<file path="config.mk">
export PLATFORM = sky130hd
export DESIGN_NAME = irq_daisy_chain
export DESIGN_NICKNAME = d
export VERILOG_FILES = /design/src/rtl/irq_chain_pkg.sv /design/src/rtl/irq_ack_ctrl.sv /design/src/rtl/irq_chain_cell.sv /design/src/rtl/irq_bus_mux.sv /design/src/rtl/irq_daisy_chain.sv
export SDC_FILE = /design/constraint.sdc
export NUM_CORES = 1
export LEC_CHECK = 0
export BUFFER_PORTS_ARGS = -buffer_cell sky130_fd_sc_hd__buf_4
export CAP_MARGIN = 20
export CORE_MARGIN = 2
export CORE_UTILIZATION = 30
export CTS_CLUSTER_DIAMETER = 120
export DETAILED_ROUTE_END_ITERATION = 8
export GPL_ROUTABILITY_DRIVEN = 0
export SETUP_SLACK_MARGIN = 0.4
export SYNTH_ARGS = -nofsm -noshare
export SYNTH_HDL_FRONTEND = slang
export SYNTH_SLANG_ARGS = --single-unit
</file>
<file path="constraint.sdc">
create_clock -name clk_i -period 3.2 [get_ports clk_i]
set_input_delay 0.48 -clock clk_i [delete_from_list [all_inputs] [get_ports clk_i]]
set_output_delay 0.48 -clock clk_i [all_outputs]
set_load 0.01 [all_outputs]
</file>
<file path="src/rtl/irq_chain_pkg.sv">
package irq_chain_pkg;
  typedef enum logic [1:0] {
    ACK_IDLE = 2'd0,
    ACK_HOLD = 2'd1,
    ACK_GAP  = 2'd2
  } ack_state_e;
endpackage

</file>
<file path="src/rtl/irq_ack_ctrl.sv">
module irq_ack_ctrl
  import irq_chain_pkg::*;
(
  input  logic clk_i,
  input  logic rst_ni,
  input  logic irq_i,
  input  logic done_i,
  output logic iack_o
);
  ack_state_e state_q, state_d;

  always_comb begin
    state_d = state_q;
    case (state_q)
      ACK_IDLE: if (irq_i) state_d = ACK_HOLD;
      ACK_HOLD: if (done_i || !irq_i) state_d = ACK_GAP;
      ACK_GAP:  state_d = ACK_IDLE;
      default:  state_d = ACK_IDLE;
    endcase
  end

  always_ff @(posedge clk_i or negedge rst_ni) begin
    if (!rst_ni) state_q <= ACK_IDLE;
    else         state_q <= state_d;
  end

  assign iack_o = (state_q == ACK_HOLD);
endmodule

</file>
<file path="src/rtl/irq_chain_cell.sv">
module irq_chain_cell (
  input  logic clk_i,
  input  logic rst_ni,
  input  logic req_i,
  input  logic iack_in_i,
  output logic iack_out_o,
  output logic bus_en_o
);
  logic iack_in_q, claim_q;

  // request is sampled only on the acknowledge rising edge
  always_ff @(posedge clk_i or negedge rst_ni) begin
    if (!rst_ni) begin
      iack_in_q <= 1'b0;
      claim_q   <= 1'b0;
    end else begin
      iack_in_q <= iack_in_i;
      if (!iack_in_i)      claim_q <= 1'b0;
      else if (!iack_in_q) claim_q <= req_i;
    end
  end

  // a pending request blocks downstream even without a claim (preemption)
  assign iack_out_o = iack_in_i & ~req_i & ~claim_q;
  assign bus_en_o   = iack_in_i & claim_q;
endmodule

</file>
<file path="src/rtl/irq_bus_mux.sv">
module irq_bus_mux #(
  parameter int N_DEV = 4,
  parameter int ID_W  = 3
) (
  input  logic [N_DEV-1:0] en_i,
  output logic [ID_W-1:0]  bus_o
);
  always_comb begin
    bus_o = '0;
    for (int i = 0; i < N_DEV; i++) begin
      if (en_i[i]) bus_o = bus_o | ID_W'(i + 1);
    end
  end
endmodule

</file>
<file path="src/rtl/irq_daisy_chain.sv">
module irq_daisy_chain #(
  parameter int N_DEV = 4,
  parameter int ID_W  = $clog2(N_DEV + 1)
) (
  input  logic             clk_i,
  input  logic             rst_ni,
  input  logic [N_DEV-1:0] req_i,
  input  logic             done_i,
  output logic             irq_o,
  output logic             iack_o,
  output logic             iack_tail_o,
  output logic [N_DEV-1:0] bus_en_o,
  output logic [ID_W-1:0]  bus_o
);
  logic [N_DEV:0] chain;

  assign irq_o    = |req_i;
  assign chain[0] = iack_o;

  irq_ack_ctrl u_ctrl (
    .clk_i  (clk_i),
    .rst_ni (rst_ni),
    .irq_i  (irq_o),
    .done_i (done_i),
    .iack_o (iack_o)
  );

  for (genvar g = 0; g < N_DEV; g++) begin : g_cell
    irq_chain_cell u_cell (
      .clk_i      (clk_i),
      .rst_ni     (rst_ni),
      .req_i      (req_i[g]),
      .iack_in_i  (chain[g]),
      .iack_out_o (chain[g+1]),
      .bus_en_o   (bus_en_o[g])
    );
  end

  assign iack_tail_o = chain[N_DEV];

  irq_bus_mux #(.N_DEV(N_DEV), .ID_W(ID_W)) u_mux (
    .en_i  (bus_en_o),
    .bus_o (bus_o)
  );
endmodule

</file>
==> results.ini <==
[run_status]
status = completed

[sta]
slew_viol_final = 0
period_needed_ps = 2210
worstMarginPinSlew_ps = 239
fmax_mhz = 452
fin_crit_sh_pct = 69.1
hold_viol = 0
slew_headroom_pct = 83.9
rsz0062_at_grt = false
tns_ps = 0
setup_viol = 0
worst_clock_skew_ps = 0.683

[global_routing]
track_usage_pct = 12.3
overflow = 0
grt_max_degree = 11
grt_pass1_vias = 381
antenna_found_initial = 0
grt_first_pass_wirelength_um = 1750

[layout]
fin_cells = 89
fin_nets = 72
area_growth_pct = 25.3
diodes = 0
drive_gt1_share_pct = 37.5

[pwr]
power_density_mw_per_mm2 = 527
power_leakage_nw = 0.303
combPwrFrac_pct = 22.5
ir_worst_vdd_v = 0.000346
power_frac_clock_pct = 33.1
p_int_mw = 0.249
seqPwrFrac_pct = 44.5
switching_share_pct = 29.4
switchingPower_mw = 0.104

[synthesis]
synth.largest_area_cell = dfrtp_1
synth_top_area_share_pct = 46.8
synth_edf_count = 0
netlist_area_um2 = 534
ys_types = 20
yosysWarnings = 0
synth_area_leaders = dfrtp_1, mux2i_1, buf_4
avgSynthCellArea_um2 = 10.5
synth_ff_type = dfrtp_1
yosysSeqAreaShare_pct = 46.8
synth-seq-cells = 10
synthCells = 51
synthArstFlopShare_pct = 100
syn_nets = 58

[route]
remaining_drc_errors = 0
drt_iter0_drc = 6
firstDrtPassIters = 4
postRouteAntennaNets = 0
vias_per_cell = 4.44
wl_per_cell_um = 11.3
finalWirelength_um = 1010
num_vias = 395

[clock_tree]
post_cts_resized = 0
post_cts.repair.setup_buffers = 0
numCtsBuffers = 3
postCtsHoldBufs = 0
clk_latency_ps = 270
clock_path_buffers = 2
htree_levels = 1
clock_sinks = 10
cts_root_buffer = clkbuf_4
clkTransAtPathRegs_ps = 70
cts_tree = built

[floorplanning]
die_width_um = 46.2
ios = 17
die_h_um = 46.2
initial_core_util_pct = 31.3
fp.coreArea_mm2 = 0.00171
num_rows = 15
dieArea_mm2 = 0.00213

[critical_path]
r2r_start = g_cell[2].u_cell.claim_q$_DFFE_PN0P_
worst-setup-path-type = flip-flop to primary output
end_kind = primary output
startpoint_type = flip-flop
rr_worst_depth = 2
r2r_setup_slack_ps = 1880
worst-endpoint-arrival_ps = 1730
worstPathMaxFanout = 4
setup.worst_path.start = g_cell[2].u_cell.claim_q$_DFFE_PN0P_
rr_endpoint = g_cell[3].u_cell.claim_q$_DFFE_PN0P_
worstPathRequired_ps = 2720
setup.worst_path.end = bus_o[2]

[place]
post-dp-hpwl_um = 735
portBuffers = 16
dpl.cell_count = 85

[flow_run]
drv_cap = 0

[min_path]
holdCritPathClass = primary input to async pin

power groups by stage:
stage	Combinational (mW)	Clock, mW	Sequential [mW]
4_1_cts	0.0809	0.119	0.157
2_1_floorplan	0.0565	0	0.155
3_5_place_dp	0.0800	0	0.159
6_report	0.0794	0.117	0.157
5_1_grt	0.0923	0.124	0.159
3_3_place_gp	0.0786	0	0.159
cell type report:
class	count	area [um^2]
Sequential cell	10	250
Timing Repair Buffer	16	120
Clock buffer	4	36.3
Tap cell	25	31.3
Inverter	5	18.8
Fill cell	171	1040
Multi-Input combinational cell	29	213
per-stage QoR:
stage | instance area, um^2 | hold slack, ps | worst slack, ps | power, mW | util (%)
floorplan | 534 | 184 | 1230 | 0.212 | -
global placement | 633 | 320 | 1120 | 0.237 | 37.1
detailed placement | 633 | 319 | 1070 | 0.239 | 37.1
CTS | 669 | 21.8 | 966 | 0.357 | 39.2
global route | 669 | 20.6 | 898 | 0.376 | 39.2
finish | 669 | 23.0 | 989 | 0.353 | 39.2
worst min path at each step:
| stage | from | end | slack (ps) | cells past startpoint |
|---|---|---|---|---|
| after CTS | rst_ni | g_cell[1].u_cell.claim_q$_DFFE_PN0P_ | 20 | 1 |
| after global routing | rst_ni | g_cell[1].u_cell.iack_in_q$_DFF_PN0_ | 20 | 1 |
| final | rst_ni | g_cell[2].u_cell.claim_q$_DFFE_PN0P_ | 20 | 1 |
| after global placement | rst_ni | g_cell[1].u_cell.iack_in_q$_DFF_PN0_ | 320 | 1 |
| after floorplan | rst_ni | g_cell[0].u_cell.claim_q$_DFFE_PN0P_ | 180 | 0 |
| after detailed placement | rst_ni | g_cell[2].u_cell.claim_q$_DFFE_PN0P_ | 320 | 1 |
placed cells by master (no fill, tap or decap), types with 2 or more instances in the layout:
| cell type | instances |
|---|---|
| a21oi_1 | 3 |
| buf_4 | 16 |
| clkbuf_4 | 3 |
| dfrtp_1 | 10 |
| inv_1 | 5 |
| mux2i_1 | 4 |
| nand2b_1 | 2 |
| nor2_1 | 6 |
| nor3_1 | 4 |
critical path, cell delays in order (launching register included):
cell and delay, ps:
dfrtp_1 410, or4_1 630, nor3_1 250, buf_4 170
kinds of logic after synthesis:
group	synth area share [%]
AO/OA/AOI/OAI	4.22
buffers and inverters	13.3
flip-flops	46.8
multiplexers	7.49
AND/OR/NAND/NOR	28.1
state kept, by name, summed over array words and instances (netlist names):
register                 flops
u_ctrl.state_q               2
g_cell.u_cell.claim_q        4
g_cell.u_cell.iack_in_q      4
cell usage after synthesis (2+ instances only):
master    instances
inv_1             5
mux2i_1           4
nand2b_1          2
a21oi_1           3
nor3_1            4
buf_4             5
dfrtp_1          10
nor2_1            6
per-layer routing:
metal | routed length, um | up-vias | track usage (%)
li1 | - | 197 | -
met3 | 84 | 2 | 5.88
met2 | 393 | 16 | 14.2
met4 | 10 | 0 | 6.86
met5 | 0 | - | 0
met1 | 516 | 180 | 17.8
Note: power is estimated with default switching activity, not from simulation.
